`src/rtl/sdma_pkg.sv`:
```
package sdma_pkg;
  localparam int REG_AW = 12;
  localparam int REG_DW = 32;

  localparam logic [REG_AW-1:0] OFS_MODE = 12'h410;
  localparam logic [REG_AW-1:0] OFS_CTRL = 12'h414;
  localparam logic [REG_AW-1:0] OFS_CRST = 12'h418;
  localparam logic [REG_AW-1:0] OFS_STAT = 12'h41C;
  localparam logic [REG_AW-1:0] OFS_ADRL = 12'h440;
  localparam logic [REG_AW-1:0] OFS_ADRH = 12'h444;
  localparam logic [REG_AW-1:0] OFS_LEN  = 12'h448;

  localparam int NCH      = 2;
  localparam int CH_TX    = 0;
  localparam int CH_RX    = 1;
  localparam int CRST_LSB = 8;

  typedef struct packed {
    logic [1:0] dir;
    logic [1:0] width;
    logic       inc;
  } xfer_mode_t;

  typedef enum logic [2:0] {
    ST_IDLE    = 3'd0,
    ST_RD_REQ  = 3'd1,
    ST_RD_WAIT = 3'd2,
    ST_TX_PUSH = 3'd3,
    ST_RX_WAIT = 3'd4,
    ST_WR_REQ  = 3'd5
  } eng_state_t;
endpackage

```
`src/rtl/sdma_regs.sv`:
```
module sdma_regs
  import sdma_pkg::*;
#(
  parameter int LEN_W  = 16,
  parameter int MEM_AW = 64
) (
  input  logic              clk,
  input  logic              rst_n,
  input  logic              wr_en,
  input  logic [REG_AW-1:0] addr,
  input  logic [REG_DW-1:0] wdata,
  output logic [REG_DW-1:0] rdata,
  input  logic              xfer_done,
  input  logic              eng_busy,
  output xfer_mode_t        mode,
  output logic [MEM_AW-1:0] base_addr,
  output logic [LEN_W-1:0]  xfer_len,
  output logic [NCH-1:0]    chan_run,
  output logic              start_req,
  output logic              dataend
);
  localparam int HI_W = MEM_AW - REG_DW;

  logic hit_mode, hit_ctrl, hit_crst, hit_stat, hit_adrl, hit_adrh, hit_len;
  xfer_mode_t        mode_q, mode_d;
  logic [REG_DW-1:0] adrl_q, adrl_d;
  logic [HI_W-1:0]   adrh_q, adrh_d;
  logic [LEN_W-1:0]  len_q, len_d;
  logic              dend_q, dend_d, dend_en;

  assign hit_mode = wr_en && (addr == OFS_MODE);
  assign hit_ctrl = wr_en && (addr == OFS_CTRL);
  assign hit_crst = wr_en && (addr == OFS_CRST);
  assign hit_stat = wr_en && (addr == OFS_STAT);
  assign hit_adrl = wr_en && (addr == OFS_ADRL);
  assign hit_adrh = wr_en && (addr == OFS_ADRH);
  assign hit_len  = wr_en && (addr == OFS_LEN);

  assign start_req = hit_ctrl && wdata[0];

  always_comb begin
    mode_d  = '{dir: wdata[17:16], width: wdata[5:4], inc: wdata[0]};
    adrl_d  = wdata;
    adrh_d  = wdata[HI_W-1:0];
    len_d   = wdata[LEN_W-1:0];
    dend_en = xfer_done || (hit_stat && wdata[0]);
    dend_d  = xfer_done;
  end

  always_ff @(posedge clk or negedge rst_n) begin
    if (!rst_n) begin
      mode_q <= '0;
      adrl_q <= '0;
      adrh_q <= '0;
      len_q  <= '0;
      dend_q <= 1'b0;
    end else begin
      if (hit_mode) mode_q <= mode_d;
      if (hit_adrl) adrl_q <= adrl_d;
      if (hit_adrh) adrh_q <= adrh_d;
      if (hit_len)  len_q  <= len_d;
      if (dend_en)  dend_q <= dend_d;
    end
  end

  for (genvar ch = 0; ch < NCH; ch++) begin : g_chan
    logic run_q, run_d;
    assign run_d = wdata[CRST_LSB + ch];
    always_ff @(posedge clk or negedge rst_n) begin
      if (!rst_n)        run_q <= 1'b1;
      else if (hit_crst) run_q <= run_d;
    end
    assign chan_run[ch] = run_q;
  end

  always_comb begin
    rdata = '0;
    case (addr)
      OFS_MODE: begin
        rdata[17:16] = mode_q.dir;
        rdata[5:4]   = mode_q.width;
        rdata[0]     = mode_q.inc;
      end
      OFS_CRST: rdata[CRST_LSB +: NCH] = chan_run;
      OFS_STAT: rdata[1:0] = {eng_busy, dend_q};
      OFS_ADRL: rdata = adrl_q;
      OFS_ADRH: rdata[HI_W-1:0] = adrh_q;
      OFS_LEN:  rdata[LEN_W-1:0] = len_q;
      default:  rdata = '0;
    endcase
  end

  assign mode      = mode_q;
  assign base_addr = {adrh_q, adrl_q};
  assign xfer_len  = len_q;
  assign dataend   = dend_q;
endmodule

```
`src/rtl/sdma_core.sv`:
```
module sdma_core
  import sdma_pkg::*;
#(
  parameter int DATA_W = 64,
  parameter int MEM_AW = 64,
  parameter int LEN_W  = 16,
  parameter bit RX_EN  = 1'b1
) (
  input  logic              clk,
  input  logic              rst_n,
  input  logic              start_req,
  input  xfer_mode_t        mode,
  input  logic [MEM_AW-1:0] base_addr,
  input  logic [LEN_W-1:0]  xfer_len,
  input  logic [NCH-1:0]    chan_run,
  output logic              busy,
  output logic              done,
  output logic              mem_req,
  output logic              mem_we,
  output logic [MEM_AW-1:0] mem_addr,
  output logic [1:0]        mem_size,
  output logic [DATA_W-1:0] mem_wdata,
  input  logic              mem_gnt,
  input  logic              mem_rvalid,
  input  logic [DATA_W-1:0] mem_rdata,
  output logic              tx_valid,
  output logic [DATA_W-1:0] tx_data,
  input  logic              tx_ready,
  input  logic              rx_valid,
  input  logic [DATA_W-1:0] rx_data,
  output logic              rx_ready
);
  eng_state_t        st_q, st_d;
  logic              rx_q, rx_d, inc_q, inc_d;
  logic [1:0]        wid_q, wid_d;
  logic [MEM_AW-1:0] cur_q, cur_d, step;
  logic [LEN_W-1:0]  left_q, left_d, beats_new;
  logic [DATA_W-1:0] buf_q, buf_d;
  logic dir_rx, dir_ok, chan_ok, aligned, accept, live;
  logic beat_done, last_beat, buf_en, ctx_en;

  assign dir_rx    = (mode.dir == 2'd1);
  assign dir_ok    = (mode.dir == 2'd0) || (dir_rx && RX_EN);
  assign chan_ok   = dir_rx ? chan_run[CH_RX] : chan_run[CH_TX];
  assign beats_new = xfer_len >> mode.width;
  assign aligned   = !((mode.width == 2'd3) && (base_addr[2:0] != 3'b000));
  assign accept    = start_req && (st_q == ST_IDLE) && dir_ok && chan_ok
                     && (beats_new != '0) && aligned;
  assign live      = rx_q ? chan_run[CH_RX] : chan_run[CH_TX];
  assign step      = inc_q ? (MEM_AW'(1) << wid_q) : '0;
  assign last_beat = (left_q == LEN_W'(1));
  assign beat_done = live && (((st_q == ST_TX_PUSH) && tx_ready)
                           || ((st_q == ST_WR_REQ) && mem_gnt));
  assign buf_en    = ((st_q == ST_RD_WAIT) && mem_rvalid)
                  || ((st_q == ST_RX_WAIT) && rx_valid);
  assign ctx_en    = accept || beat_done;

  always_comb begin
    st_d   = st_q;
    rx_d   = rx_q;
    wid_d  = wid_q;
    inc_d  = inc_q;
    cur_d  = cur_q + step;
    left_d = left_q - LEN_W'(1);
    buf_d  = (st_q == ST_RX_WAIT) ? rx_data : mem_rdata;
    case (st_q)
      ST_IDLE: if (accept) begin
        st_d   = dir_rx ? ST_RX_WAIT : ST_RD_REQ;
        rx_d   = dir_rx;
        wid_d  = mode.width;
        inc_d  = mode.inc;
        cur_d  = base_addr;
        left_d = beats_new;
      end
      ST_RD_REQ:  if (mem_gnt)    st_d = ST_RD_WAIT;
      ST_RD_WAIT: if (mem_rvalid) st_d = ST_TX_PUSH;
      ST_TX_PUSH: if (tx_ready)   st_d = last_beat ? ST_IDLE : ST_RD_REQ;
      ST_RX_WAIT: if (rx_valid)   st_d = ST_WR_REQ;
      ST_WR_REQ:  if (mem_gnt)    st_d = last_beat ? ST_IDLE : ST_RX_WAIT;
      default:                    st_d = ST_IDLE;
    endcase
    if ((st_q != ST_IDLE) && !live) st_d = ST_IDLE;
  end

  always_ff @(posedge clk or negedge rst_n) begin
    if (!rst_n) begin
      st_q   <= ST_IDLE;
      rx_q   <= 1'b0;
      wid_q  <= '0;
      inc_q  <= 1'b0;
      cur_q  <= '0;
      left_q <= '0;
      buf_q  <= '0;
    end else begin
      st_q <= st_d;
      if (accept) begin
        rx_q  <= rx_d;
        wid_q <= wid_d;
        inc_q <= inc_d;
      end
      if (ctx_en) begin
        cur_q  <= cur_d;
        left_q <= left_d;
      end
      if (buf_en) buf_q <= buf_d;
    end
  end

  assign busy      = (st_q != ST_IDLE);
  assign done      = beat_done && last_beat;
  assign mem_req   = live && ((st_q == ST_RD_REQ) || (st_q == ST_WR_REQ));
  assign mem_we    = (st_q == ST_WR_REQ);
  assign mem_addr  = cur_q;
  assign mem_size  = wid_q;
  assign mem_wdata = buf_q;
  assign tx_valid  = live && (st_q == ST_TX_PUSH);
  assign tx_data   = buf_q;
  assign rx_ready  = live && (st_q == ST_RX_WAIT);
endmodule

```
`src/rtl/sdma_engine.sv`:
```
module sdma_engine
  import sdma_pkg::*;
#(
  parameter int DATA_W = 64,
  parameter int MEM_AW = 64,
  parameter int LEN_W  = 16,
  parameter bit RX_EN  = 1'b1
) (
  input  logic              clk,
  input  logic              rst_n,
  input  logic              reg_wr,
  input  logic [11:0]       reg_addr,
  input  logic [31:0]       reg_wdata,
  output logic [31:0]       reg_rdata,
  output logic              mem_req,
  output logic              mem_we,
  output logic [MEM_AW-1:0] mem_addr,
  output logic [1:0]        mem_size,
  output logic [DATA_W-1:0] mem_wdata,
  input  logic              mem_gnt,
  input  logic              mem_rvalid,
  input  logic [DATA_W-1:0] mem_rdata,
  output logic              tx_valid,
  output logic [DATA_W-1:0] tx_data,
  input  logic              tx_ready,
  input  logic              rx_valid,
  input  logic [DATA_W-1:0] rx_data,
  output logic              rx_ready,
  output logic              irq
);
  logic [1:0]        rst_sync_q;
  logic              rst_int_n;
  xfer_mode_t        mode;
  logic [MEM_AW-1:0] base_addr;
  logic [LEN_W-1:0]  xfer_len;
  logic [NCH-1:0]    chan_run;
  logic              start_req, eng_busy, xfer_done, dataend;

  always_ff @(posedge clk or negedge rst_n) begin
    if (!rst_n) rst_sync_q <= 2'b00;
    else        rst_sync_q <= {rst_sync_q[0], 1'b1};
  end
  assign rst_int_n = rst_sync_q[1];

  sdma_regs #(.LEN_W(LEN_W), .MEM_AW(MEM_AW)) u_regs (
    .clk       (clk),
    .rst_n     (rst_int_n),
    .wr_en     (reg_wr),
    .addr      (reg_addr),
    .wdata     (reg_wdata),
    .rdata     (reg_rdata),
    .xfer_done (xfer_done),
    .eng_busy  (eng_busy),
    .mode      (mode),
    .base_addr (base_addr),
    .xfer_len  (xfer_len),
    .chan_run  (chan_run),
    .start_req (start_req),
    .dataend   (dataend)
  );

  sdma_core #(.DATA_W(DATA_W), .MEM_AW(MEM_AW), .LEN_W(LEN_W), .RX_EN(RX_EN)) u_core (
    .clk        (clk),
    .rst_n      (rst_int_n),
    .start_req  (start_req),
    .mode       (mode),
    .base_addr  (base_addr),
    .xfer_len   (xfer_len),
    .chan_run   (chan_run),
    .busy       (eng_busy),
    .done       (xfer_done),
    .mem_req    (mem_req),
    .mem_we     (mem_we),
    .mem_addr   (mem_addr),
    .mem_size   (mem_size),
    .mem_wdata  (mem_wdata),
    .mem_gnt    (mem_gnt),
    .mem_rvalid (mem_rvalid),
    .mem_rdata  (mem_rdata),
    .tx_valid   (tx_valid),
    .tx_data    (tx_data),
    .tx_ready   (tx_ready),
    .rx_valid   (rx_valid),
    .rx_data    (rx_data),
    .rx_ready   (rx_ready)
  );

  assign irq = dataend;
endmodule

```
`config.mk`:
```
export PLATFORM = sky130hd
export DESIGN_NAME = sdma_engine
export DESIGN_NICKNAME = d
export VERILOG_FILES = /design/src/rtl/sdma_pkg.sv /design/src/rtl/sdma_regs.sv /design/src/rtl/sdma_core.sv /design/src/rtl/sdma_engine.sv
export SDC_FILE = /design/constraint.sdc
export NUM_CORES = 1
export LEC_CHECK = 0
export ABC_AREA = 1
export BUFFER_PORTS_ARGS = -buffer_cell sky130_fd_sc_hd__buf_2
export CORE_MARGIN = 2
export CORE_UTILIZATION = 40
export CTS_CLUSTER_SIZE = 25
export DETAILED_ROUTE_END_ITERATION = 7
export PLACE_DENSITY = 0.74
export SLEW_MARGIN = 20
export SYNTH_ARGS = -nofsm -noshare
export SYNTH_HDL_FRONTEND = slang
export SYNTH_HIERARCHICAL = 1
export SYNTH_SLANG_ARGS = --single-unit
export TNS_END_PERCENT = 30
```
`constraint.sdc`:
```
create_clock -name clk -period 6.8 [get_ports clk]
set_input_delay 0 -clock clk [delete_from_list [all_inputs] [get_ports clk]]
set_output_delay 0 -clock clk [all_outputs]
set_load 0.02 [all_outputs]
```
# Word-level counts from Yosys, hierarchy flattened
# Cells that the tools add are included.
[totals]
mem_bits_rw = 0
rom_bits = 0
memories = 0
register_bits = 241
out_inout_bits = 231
inputBits = 179
latch_bits = 0
[op_classes]
div = 0
n_mux = 28
mul = 0
order_cmp = 0
n_addsub = 2
n_eq_ne = 21
bitwise_logic = 0
n_reduce_logical = 40
shift = 2
[op_table]
columns = ["cell", "n"]
rows = [
  ["64-bit 2-to-1 mux", 4],
  ["12-bit by 11-bit == test with 1-bit output (second input constant)", 7],
  ["64-bit adder", 1],
  ["1-bit by 2-bit << shifter with 64-bit output (first input constant)", 1],
  ["16-bit 2-to-1 mux", 2],
  ["14-bit one-hot mux with 2 select lines", 1],
  ["3-bit 2-to-1 mux", 9],
  ["1-bit logical AND", 25],
  ["2-bit one-hot mux with 3 select lines", 3],
  ["3-bit one-hot mux with 6 select lines", 1],
  ["6-bit one-hot mux with 3 select lines", 1],
  ["16-bit by 1-bit == test with 1-bit output (second input constant)", 1],
  ["2-bit one-hot mux with 4 select lines", 2],
  ["16-bit nonzero test", 1],
  ["16-bit by 2-bit >> shifter with 16-bit output", 1],
  ["16-bit by 1-bit subtractor with 16-bit output (second input constant)", 1],
  ["3-bit inequality test (second input constant)", 3],
  ["3-bit by 2-bit == test with 1-bit output (second input constant)", 2],
  ["3-bit == test (second input constant)", 2],
  ["1-bit logical OR", 6],
  ["3-bit by 2-bit inequality test with 1-bit output (second input constant)", 2],
  ["6-bit AND reduction", 1],
  ["3-bit nonzero test", 2],
  ["1-bit one-hot mux with 5 select lines", 1],
  ["other kinds (10)", 13],
]

# Longest topological paths before layout
# Gate-level depths: netlist of run 1.
[logic_depth]
ltp_word = 11
depth_mapped = 17
depth_no_buf = 16

# Cells and area by module
# The synthesis of run 1 kept the hierarchy.
[by_module_without_submodules]
columns = ["mod", "area_per_inst_um2", "cells_each", "n_inst"]
rows = [
  ["sdma_core", 11124.4, 1757, 1],
  ["sdma_regs", 4117.7, 514, 1],
  ["sdma_engine", 53.8, 3, 1],
]

# Worst setup path after synthesis of run 1
# No wires, ideal clock.
[synth_timing]
path_type = "register to register"
from = "reg u_core.wid_q[0] (netlist: u_core/mem_size[0])"
to = "reg u_core.cur_q[24] (netlist: u_core/mem_addr[24])"
slack_ps = 4540
n_path_buf = 0
period_less_slack_ps = 2260
arrival_time_ps = 2137
stages_incl_launch_ff = 15
cell_sequence = "dfrtp_1 -> inv_1 -> nor3_1 -> fa_1 -> nand2_1 -> nand2_1 -> nand2_1 -> nor2_1 -> nand3_1 -> nor2_1 -> nand2_1 -> nand3_1 -> nand2_1 -> o21ai_0 -> nand2_1"
[synth_between]
elab_chain_cells = 5
[synth_rtl]
columns = ["item", "line", "source"]
rows = [
  ["start: declaration", "sdma_core.sv:35", "logic [1:0] wid_q, wid_d;"],
  ["start signal: assignment", "sdma_core.sv:98", "wid_q <= wid_d;"],
  ["1-bit by 2-bit << shifter with 64-bit output *", "sdma_core.sv:50", "assign step = inc_q ? (MEM_AW'(1) << wid_q) : '0;"],
  ["64-bit 2-to-1 mux *", "sdma_core.sv:50", ""],
  ["64-bit adder *", "sdma_core.sv:63", "cur_d = cur_q + step;"],
  ["64-bit 2-to-1 mux", "sdma_core.sv:67", "ST_IDLE: if (accept) begin"],
  ["64-bit 2-to-1 mux *", "sdma_core.sv:66", "case (st_q)"],
  ["end signal: assignment", "sdma_core.sv:102", "cur_q <= cur_d;"],
  ["end: declaration", "sdma_core.sv:36", "logic [MEM_AW-1:0] cur_q, cur_d, step;"],
]
# Every way passes the cells marked *; elsewhere a longest branch is shown, timed or not.
# A chain may end at the register's enable or synchronous reset.

# Worst setup path in the final report of run 1
[layout_timing]
from = "reg u_regs.mode_q, in the netlist u_regs/mode[1]"
to = "reg u_core.st_q[1]"
[layout_between]
elab_chain_cells = 6
[layout_rtl]
columns = ["item", "line", "source"]
rows = [
  ["start: declaration", "sdma_regs.sv:25", "xfer_mode_t mode_q, mode_d;"],
  ["start signal: assignment", "sdma_regs.sv:58", "if (hit_mode) mode_q <= mode_d;"],
  ["16-bit by 2-bit >> shifter with 16-bit output or 2-bit == test (tied branches)", "sdma_core.sv:45, sdma_core.sv:46", ""],
  ["16-bit nonzero test or 1-bit logical AND (tied branches)", "sdma_core.sv:48, sdma_core.sv:46", ""],
  ["1-bit logical AND or 1-bit logical NOT (tied branches)", "sdma_core.sv:48, sdma_core.sv:46", ""],
  ["1-bit logical AND *", "sdma_core.sv:48", "&& (beats_new != '0) && aligned;"],
  ["3-bit by 2-bit inequality test with 1-bit output (no source line) *", "n/a", ""],
  ["6-bit AND reduction (no source line) *", "n/a", ""],
  ["end signal: assignment", "sdma_core.sv:95", "st_q <= st_d;"],
  ["end: declaration", "sdma_core.sv:33", "eng_state_t st_q, st_d;"],
]
# Marked as above.

==> flow_summary.yaml, run 1 <==
floorplan:
  dieHeight_um: 200
  core-area_um2: 37700
  start_util_pct: 40.6
  dieArea_um2: 39800
  io-pin-count: 410
  fp-row-count: 71
  die_w_um: 200
status:
  status: "complete, no violations"
critical_path:
  worstRegToRegCells: 16
  path_cells: "inv_4 -> nand2_1 -> nand3_1 -> nand2_1 -> nand2_1 -> inv_1 -> nand2_1 -> nor2_1 -> nand2_1 -> buf_4 -> nand2_4 -> buf_4 -> nand2_1 -> nand3b_1 -> nand2_1 -> dlygate4sd3_1"
  arrival_ns: 4.69
  crit_path_frequent_cell: "nand2_1"
  cp-end-kind: "flip-flop"
  critPathMaxStageDelay_ns: 0.79
  critPathSlowestCell: "dfrtp_1"
  crit_type: "flip-flop to flip-flop"
  crit_path_start: "u_regs/mode[1]$_DFFE_PN0P_"
  rr_startpoint: "u_regs/mode[1]$_DFFE_PN0P_"
  rrSetupSlack_ns: 2.55
  crit_required_ns: 7.24
  rr_endpoint: "u_core/st_q[1]$_DFFE_PN0P_"
  crit_fanout: 67
  startpoint_type: "flip-flop"
sta:
  fmaxAchievable_mhz: 236
  whs_ns: 0.0298
  fin_tns_setup_ns: 0
  relSlewSlack_pct: 24.2
  fin_crit_sh_pct: 62.4
  worst_pin_slew_ns: 1.14
  setup_viol: 0
  finClkSkew_ns: 0.0170
  rsz0062_at_grt: "no"
  slew_viol_final: 0
  finalWorstSetupSlack_ns: 2.55
  finalCriticalPeriod_ns: 4.25
  finalHoldViolCount: 0
synthesis:
  synthCells: 2274
  netlist-cell-type-count: 45
  yosys_register_bits: 241
  syn-mean-instance-area_um2: 6.73
  synth_nets: 2460
  yosys_warnings: 6
  ys_async_sr_fraction_pct: 100
  netlist_area_um2: 15300
  synth_flop_cell: "dfrtp_1"
  synth_edf_count: 0
  seq_area_frac_synth_pct: 39.4
cts:
  clock_path_buffers: 3
  path_clk_slew_ns: 0.06
  cts_tree: "yes"
  cts_sinks: 241
  numCtsBuffers: 28
  clk_latency_ns: 0.57
  cts_max_level: 1
  cts_root_buf: "clkbuf_16"
  cts_resized: 0
route:
  totalWireLength_um: 66400
  vias: 17700
  vias_per_cell: 5.44
  drt_iter0_markers: 1929
  dr.pass1.iters: 6
  route.detailed.drc: 0
  final_antenna_net_count: 0
  wire_per_inst_um: 20.3
placement:
  place_ws_ns: 3.19
  gp_congestion: 0.983
  port-buffer-count: 409
  hpwl_um: 48500
layout:
  fillers: 3785
  num-nets-final: 2914
  drive_gt1_share_pct: 18.1
  area_delta_synth_final_pct: 29.2
global_routing:
  grt_pass1_wl_um: 98800
  grtUsageTotal_pct: 32.6
  grt_start_max_net_pins: 175
  antenna_found_initial: 8
  grt_pass1_vias: 16800
  grt-ovfl-total: 0
hold_path:
  worstHoldEndpoint: "u_core/st_q[0]$_DFFE_PN0P_"
  hold_class: "input port to flip-flop"
  worstHoldStart: "tx_ready"
  hold_path_depth: 5
power_and_ir_drop:
  power.leakage_nw: 9.99
  pwr_density_cell_nw_per_um2: 273
  irDropWorstVdd_mv: 0.272
job:
  cap_violations: 0
==> layout by cell type, fill, tap and decap left out, drive strengths merged, types with 6 or more instances in the layout <==
cell type      n
nand2        796
buf          423
nor2         257
nand3        243
dfrtp        239
inv          193
dlygate4sd3  170
o21ai        155
a31oi         64
nand3b        41
clkbuf        36
nand4         30
nor3          24
a21oi         12
xnor2          9
clkinv         9
or2            9
ha             6
==> Yosys cell counts, types with 2 or more instances <==
cell	count	area (um^2)
buf_4	89	668
buf_1	8	30.0
nand2_1	792	2970
buf_6	8	90.1
o21bai_1	4	30.0
xnor2_1	9	78.8
nor2_1	255	957
o21ai_1	14	70.1
inv_1	190	713
or2_2	8	50.1
nand2_2	2	12.5
buf_2	15	75.1
a31oi_1	64	400
nand2_4	2	22.5
o211ai_1	4	30.0
nand3_1	242	1210
ha_1	6	75.1
nand4_1	30	188
dfrtp_1	239	5980
nor3_1	22	110
o22ai_1	2	12.5
a21oi_1	12	60.1
clkbuf_1	48	180
and2_1	3	18.8
nor3b_1	2	15.0
nand3b_1	41	308
dfstp_2	2	52.6
o21ai_0	141	706
xor2_1	4	35.0
==> worst max-delay path: cells and delay by family (launching register included) <==
kind                   cells  cell delay, ns
buffers and inverters      5            1.74
flip-flops                 1            0.79
AND/OR/NAND/NOR           11            1.56
==> state kept, by name (all words and copies together), names as in the netlist <==
register,cells
u_regs/dataend,1
u_core/st_q,3
rst_sync_q,2
u_regs/adrh_q,32
u_regs/g_chan.run_q,2
u_core/mem_addr,64
u_regs/adrl_q,32
u_core/mem_size,2
u_regs/xfer_len,16
u_core/left_q,16
u_core/mem_wdata,64
u_core/rx_q,1
u_regs/mode,5
u_core/inc_q,1
==> logic make-up after synthesis <==
group,after synthesis,share of synthesized area [%]
simple gates,1406,38.8
flops,241,39.4
buf+inv,362,11.6
fa+ha+maj,7,0.622
xor+xnor,13,0.744
other cells,1,0.0245
compound gates,244,8.72
==> metal layers <==
metal / global-route usage (%) / wire [um]
met1: 42.9 / 26500
met2: 51.6 / 29900
met3: 6.57 / 6510
met4: 14.9 / 3370
met5: 0 / 73
==> timing repair <==
action | in CTS | in global routing
setup buffers | 0 | 0
hold buffers | 170 | 0
endpoints found under the hold margin | 157 | 0
==> final cells by class <==
class	count	area, um^2	area share (%)
clock inverters	16	191	0.969
flip-flops and latches	241	6040	30.5
inverters	193	727	3.68
multi-input cells	1671	7510	38.0
clock buffers	36	782	3.96
well taps	511	639	3.24
repair buffers	593	3870	19.6
diodes	3	7.51	0.0380
==> where the power goes <==
| part | internal [mW] | total [mW] | switching (mW) |
|---|---|---|---|
| combinational | 0.778 | 1.90 | 1.12 |
| clock | 0.963 | 1.61 | 0.651 |
| sequential | 1.64 | 1.88 | 0.239 |
==> through the flow <==
stage,power (mW),cells,utilization [%],instance area [um^2]
2_1_floorplan,2.93,2274,-,15300
3_3_place_gp,3.34,3039,45.3,17100
3_5_place_dp,3.37,3039,45.3,17100
4_1_cts,5.35,3261,52.4,19800
5_1_grt,5.61,3263,52.5,19800
6_report,5.40,3264,52.5,19800
==> worst max-delay path by stage <==
stage                                     to  slack [ns]  cells after the start
2_1_floorplan       u_core/inc_q$_DFFE_PN0P_        2.84                      0
3_3_place_gp   u_core/left_q[12]$_DFFE_PN0P_        3.21                     13
3_5_place_dp      u_core/st_q[1]$_DFFE_PN0P_        3.19                     15
4_1_cts           u_core/st_q[1]$_DFFE_PN0P_        2.64                     16
5_1_grt           u_core/st_q[1]$_DFFE_PN0P_        2.22                     16
6_report          u_core/st_q[1]$_DFFE_PN0P_        2.55                     16
Note: power is estimated with default switching activity, not from simulation.
==> run 2, diff against run 1 <==
PLACE_DENSITY = 0.71   (was 0.74)
clock period = 4.3 ns   (was 6.8 ns; I/O delays follow)
==> run 2 against run 1 <==
Effect of this change: die area did not move; hold slack improved by 0.015 ns; wire length fell by 1.7%; power rose by 57%; combinational power rose by 61%; final cell count rose by 0.12%; clock-buffer cell count rose by 9; maximum frequency rose by 21%; register-to-register slack got worse by 1.8 ns; core utilization barely moved; largest cell class unchanged.
==> flow_summary.yaml, run 2 (synthesis results as in run 1) <==
status:
  status: "complete, no violations"
sta:
  fmaxAchievable_mhz: 284
  fin_tns_setup_ns: 0
  rsz0062_at_grt: "no"
  finalWorstSetupSlack_ns: 0.780
  slew_viol_final: 0
  finalHoldViolCount: 0
  relSlewSlack_pct: 26.9
  finalCriticalPeriod_ns: 3.52
  setup_viol: 0
  finClkSkew_ns: 0.0222
  worst_pin_slew_ns: 1.10
  fin_crit_sh_pct: 81.9
power_and_ir_drop:
  pwr_density_cell_nw_per_um2: 428
  total_power_mw: 8.46
  power.leakage_nw: 10.0
  irDropWorstVdd_mv: 0.503
placement:
  hpwl_um: 47900
  port-buffer-count: 409
  placed_cells: 3043
  place_ws_ns: 0.912
  gp_congestion: 0.956
critical_path:
  rr_endpoint: "u_core/mem_addr[57]$_DFFE_PN0P_"
  worstRegToRegCells: 14
  cpLargestDelayFamily: "simple AND/OR/NAND/NOR gates"
  rr_startpoint: "u_regs/mode[1]$_DFFE_PN0P_"
  critical_path_depth: 14
  rrSetupSlack_ns: 0.78
  crit_type: "flip-flop to flip-flop"
  critPathSlowestCell: "dfrtp_1"
  cp_num_buf_inv: 3
  crit_fanout: 68
  crit_required_ns: 4.73
  arrival_ns: 3.95
  critPathMaxStageDelay_ns: 0.81
  path_cells: "inv_4 -> nand2_1 -> nand3_1 -> nand2_1 -> nand2_1 -> inv_1 -> nand2_1 -> nor2_1 -> nand2_1 -> nand2_4 -> buf_4 -> nand2_4 -> nand3_1 -> nand2_1"
  crit_path_frequent_cell: "nand2_1"
  cp-end-kind: "flip-flop"
  startpoint_type: "flip-flop"
floorplan:
  fp-row-count: 71
  dieHeight_um: 200
  start_util_pct: 40.6
  dieArea_um2: 39800
  io-pin-count: 410
  die_w_um: 200
  core-area_um2: 37700
hold_path:
  worstHoldStart: "mem_rvalid"
  worstHoldEndpoint: "u_core/st_q[0]$_DFFE_PN0P_"
  hold_class: "input port to flip-flop"
  hold_path_depth: 5
cts:
  clock_path_buffers: 3
  cts_sinks: 241
  cts_tree: "yes"
  clk_latency_ns: 0.55
  cts_max_level: 1
  cts_root_buf: "clkbuf_16"
  path_clk_slew_ns: 0.06
  postCtsSetupBuffers: 0
  numCtsBuffers: 28
route:
  dr.pass1.iters: 8
  drt_iter0_markers: 2065
  route.detailed.drc: 0
  vias_per_cell: 5.41
  totalWireLength_um: 65300
  final_antenna_net_count: 0
  vias: 17700
  wire_per_inst_um: 20.0
layout:
  area_delta_synth_final_pct: 29.3
  mostFrequentLayoutCells: "nand2_1, buf_2, nor2_1"
  num-nets-final: 2917
  final-instance-count-excl-fill: 3268
  drive_gt1_share_pct: 18.1
  fillers: 3769
  layout_commonest_cell: "nand2_1"
job:
  cap_violations: 0
global_routing:
  grtUsageTotal_pct: 31.7
  grt_pass1_vias: 16500
  grt_pass1_wl_um: 97000
  grt_start_max_net_pins: 96
  grt-ovfl-total: 0
  antenna_found_initial: 5
[run 2: cell types whose count changed in the layout (fill, tap and decap cells not counted)]
| cell | delta |
|---|---|
| clkinv_2 | -6 |
| inv_6 | -1 |
| clkbuf_1 | +4 |
| dlygate4sd3_1 | -1 |
| clkbuf_8 | +5 |
| bufinv_16 | -2 |
| clkinvlp_4 | -2 |
| buf_4 | +3 |
| buf_12 | +1 |
| clkinv_4 | +1 |
| diode_2 | +2 |
[run 2: tightest hold or removal path: cells and delay by family]
| family | cells | cell delay [ns] |
|---|---|---|
| AND/OR/NAND/NOR | 3 | 0.28 |
| buffers and inverters | 1 | 0.12 |
| AO/OA/AOI/OAI | 1 | 0.15 |
[run 2: how the worst max path moves through the flow]
stage,startpoint,endpoint,slack [ns]
3_3_place_gp,u_regs/mode[1]$_DFFE_PN0P_,u_core/mem_addr[49]$_DFFE_PN0P_,1.01
5_1_grt,u_regs/mode[1]$_DFFE_PN0P_,u_core/mem_addr[57]$_DFFE_PN0P_,0.50
6_report,u_regs/mode[1]$_DFFE_PN0P_,u_core/mem_addr[57]$_DFFE_PN0P_,0.78
3_5_place_dp,u_regs/mode[1]$_DFFE_PN0P_,u_core/mem_addr[57]$_DFFE_PN0P_,0.91
4_1_cts,u_regs/mode[1]$_DFFE_PN0P_,u_core/mem_addr[57]$_DFFE_PN0P_,0.89
2_1_floorplan,rst_sync_q[1]$_DFF_PN0_,u_core/inc_q$_DFFE_PN0P_,0.34
[run 2: stage by stage]
stage | area (um^2) | hold WS (ns) | utilization (%)
after floorplan | 15300 | -0.296 | -
after global placement | 17100 | -0.212 | 45.5
after detailed placement | 17100 | -0.208 | 45.5
after CTS | 19800 | 0.00585 | 52.5
after global routing | 19800 | 0.0895 | 52.5
final | 19800 | 0.0446 | 52.5
[run 2: timing repair]
action / 4_1_cts / 5_1_grt
endpoints found under the hold margin: 156 / 0
resized for setup: 0 / 0
hold buffers: 169 / 0
[run 2: layer usage]
layer  vias up  track usage (%)  part of all wire [%]
met5         -                0                 0.032
met4         4             13.3                   4.5
met3       179             6.35                    10
met2      1046             50.5                    45
met1      8308             42.2                    40
li1       8158                -                     -
[run 2: power by group]
part	leakage, nW	switching (mW)	internal [mW]	total [mW]
sequential	3.07	0.345	2.59	2.94
combinational	6.47	1.82	1.23	3.05
clock	0.465	0.982	1.49	2.47
[run 2: area by class of cell]
| class | instances | area (um^2) | area share (%) |
|---|---|---|---|
| repair buffers | 596 | 3900 | 19.7 |
| clock buffers | 45 | 866 | 4.38 |
| multi-input cells | 1671 | 7510 | 38.0 |
| flip-flops and latches | 241 | 6040 | 30.5 |
| inverters | 193 | 727 | 3.68 |
| diodes | 5 | 12.5 | 0.0633 |
| well taps | 511 | 639 | 3.23 |
| clock inverters | 6 | 86.3 | 0.437 |
==> run 3, diff against run 2 <==
ABC_AREA = 0   (was 1)
PLACE_DENSITY = 0.72   (was 0.71)
clock period = 3.4 ns   (was 4.3 ns; I/O delays follow)
==> run 3 against run 2 <==
Effect of this change: clock-buffer cell count down 6; core utilization up 1.8 points; sequential power up 2%; combinational power down 73%; sequential cell count unchanged; global-route usage down 2.8 points; first-iteration DRC count down 47%; design area down 5.4%.
==> flow_summary.yaml, run 3 <==
status:
  status: "complete, no violations"
cts:
  path_clk_slew_ns: 0.07
  clk_latency_ns: 0.56
  numCtsBuffers: 28
  cts_sinks: 241
  cts_tree: "yes"
  clock_path_buffers: 3
  cts_root_buf: "clkbuf_16"
  cts_resized: 0
  cts_max_level: 1
route:
  wire_per_inst_um: 23.9
  route.detailed.drc: 0
  vias_per_cell: 5.80
  final_antenna_net_count: 0
  totalWireLength_um: 54000
  vias: 13100
  dr.pass1.iters: 5
  drt_iter0_markers: 1103
hold_path:
  hold_class: "input port to flip-flop"
  hold_path_depth: 5
  worstHoldStart: "reg_addr[11]"
  worstHoldEndpoint: "u_regs/dataend$_DFFE_PN0P_"
power_and_ir_drop:
  pwr_density_cell_nw_per_um2: 391
  irDropWorstVdd_mv: 0.342
  power.leakage_nw: 9.05
synthesis:
  yosys_warnings: 6
  yosysTopAreaCell: "dfrtp_1"
  netlist-cell-type-count: 75
  synthCells: 1286
  ys_async_sr_fraction_pct: 100
  yosys_register_bits: 241
  synth_common_cells: "dfrtp_1, nor2_1, mux2i_1, a21oi_1, buf_4"
  syn-mean-instance-area_um2: 10.8
  yosysMostFrequentCell: "dfrtp_1"
  synth_edf_count: 0
  synth_flop_cell: "dfrtp_1"
  netlist_area_um2: 13900
  synth_top_area_share_pct: 42.9
  synth_nets: 1472
  synthTopCellsByArea: "dfrtp_1, mux2_4, mux2_2"
  seq_area_frac_synth_pct: 43.3
critical_path:
  cpLargestDelayFamily: "flip-flops"
  startpoint_type: "flip-flop"
  critPathMaxStageDelay_ns: 0.74
  cp_num_buf_inv: 2
  crit_required_ns: 3.87
  cp-end-kind: "flip-flop"
  crit_path_frequent_cell: "buf_4"
  rr_startpoint: "u_regs/mode[1]$_DFFE_PN0P_"
  crit_fanout: 35
  rr_endpoint: "u_core/mem_addr[42]$_DFFE_PN0P_"
  rrSetupSlack_ns: 0.37
  critPathSlowestCell: "dfrtp_1"
  path_cells: "mux4_2 -> nor4_2 -> and4_1 -> buf_4 -> buf_4 -> a211oi_1 -> a31oi_1"
  arrival_ns: 3.50
  crit_type: "flip-flop to flip-flop"
  worstRegToRegCells: 7
job:
  cap_violations: 0
floorplan:
  die_w_um: 191
  io-pin-count: 410
  dieHeight_um: 191
  fp-row-count: 68
  dieArea_um2: 36300
  core-area_um2: 34500
  start_util_pct: 40.4
sta:
  setup_viol: 0
  fmaxAchievable_mhz: 330
  rsz0062_at_grt: "no"
  worst_pin_slew_ns: 1.06
  finalCriticalPeriod_ns: 3.03
  finClkSkew_ns: 0.0157
  fin_crit_sh_pct: 89.2
  slew_viol_final: 0
  relSlewSlack_pct: 29.2
  fin_tns_setup_ns: 0
  finalHoldViolCount: 0
layout:
  layout_commonest_cell: "buf_2"
  final-instance-count-excl-fill: 2264
  ff_latch_area_um2: 6040
  mostFrequentLayoutCells: "buf_2, dfrtp_1, dlygate4sd3_1"
  multi_input_area_um2: 6900
  num-nets-final: 1962
  area_delta_synth_final_pct: 34.3
  fillers: 2998
  drive_gt1_share_pct: 36.8
  utilization_pct: 54.3
placement:
  placed_cells: 2037
  port-buffer-count: 409
  gp_congestion: 0.945
  hpwl_um: 38600
global_routing:
  grt_pass1_vias: 13000
  antenna_found_initial: 13
  grt_start_max_net_pins: 110
  grt_pass1_wl_um: 80400
  grt-ovfl-total: 0
  grtUsageTotal_pct: 28.9
-- run 3: area by class of cell --
cell class	instances	area share (%)
multi-input combinational	878	36.9
clock inverter	13	1.30
clock buffer	39	4.35
tap	455	3.04
inverter	13	0.261
sequential	241	32.3
timing repair buffer	614	21.8
antenna	11	0.147
-- run 3: report_power, final --
group,internal [mW],switching (mW),total (mW)
clock,2.19,1.29,3.49
sequential,2.93,0.0634,2.99
combinational,0.353,0.484,0.837
total,5.47,1.84,7.31
-- run 3: how the worst max path moves through the flow --
stage / slack, ns / from / cells after the start / to
5_1_grt: 0.20 / u_regs/mode[1]$_DFFE_PN0P_ / 7 / u_core/mem_addr[55]$_DFFE_PN0P_
4_1_cts: 0.41 / u_regs/mode[1]$_DFFE_PN0P_ / 7 / u_core/mem_addr[42]$_DFFE_PN0P_
2_1_floorplan: 0.79 / u_core/mem_size[1]$_DFFE_PN0P_ / 9 / u_core/mem_addr[54]$_DFFE_PN0P_
3_3_place_gp: 0.49 / u_regs/mode[1]$_DFFE_PN0P_ / 6 / u_core/mem_addr[6]$_DFFE_PN0P_
6_report: 0.37 / u_regs/mode[1]$_DFFE_PN0P_ / 7 / u_core/mem_addr[42]$_DFFE_PN0P_
3_5_place_dp: 0.44 / u_regs/mode[1]$_DFFE_PN0P_ / 7 / u_core/mem_addr[51]$_DFFE_PN0P_
-- run 3: logic make-up after synthesis --
kind of cell / synth area share (%)
AOI/OAI and AO/OA: 13.5
xor gates and xnor gates: 2.14
adders and majority gates: 0.683
buffers and inverters: 7.24
DFF: 43.3
muxes: 19.3
other: 0.0269
and+or+nand+nor: 13.9
-- run 3: repair_timing --
item | 4_1_cts | 5_1_grt
endpoints found under the hold margin | 154 | 0
setup buffers | 0 | 0
hold buffers | 164 | 0
-- run 3: worst reg2reg max path, stage by stage (launching register included) --
cell and delay, ns:
dfrtp_1 0.74, mux4_2 0.63, nor4_2 0.36, and4_1 0.27, buf_4 0.17, buf_4 0.39
a211oi_1 0.18, a31oi_1 0.21
-- run 3: routing by layer --
layer / wire length [um] / vias to the layer above / track usage (%)
met5: 13 / - / 0
met4: 3130 / 2 / 15.5
met3: 4710 / 154 / 7.67
met2: 25700 / 692 / 47.5
met1: 20500 / 6502 / 34.7
li1: - / 5776 / -
-- run 3: stage by stage --
| stage | power, mW | instance area (um^2) | hold slack (ns) | setup slack, ns |
|---|---|---|---|---|
| floorplan | 3.42 | 13900 | -0.296 | 0.789 |
| global placement | 3.69 | 16000 | -0.215 | 0.493 |
| detailed placement | 3.70 | 16000 | -0.212 | 0.435 |
| CTS | 7.33 | 18700 | 0.0327 | 0.411 |
| global route | 7.52 | 18700 | 0.0741 | 0.198 |
| finish | 7.31 | 18700 | 0.0529 | 0.367 |
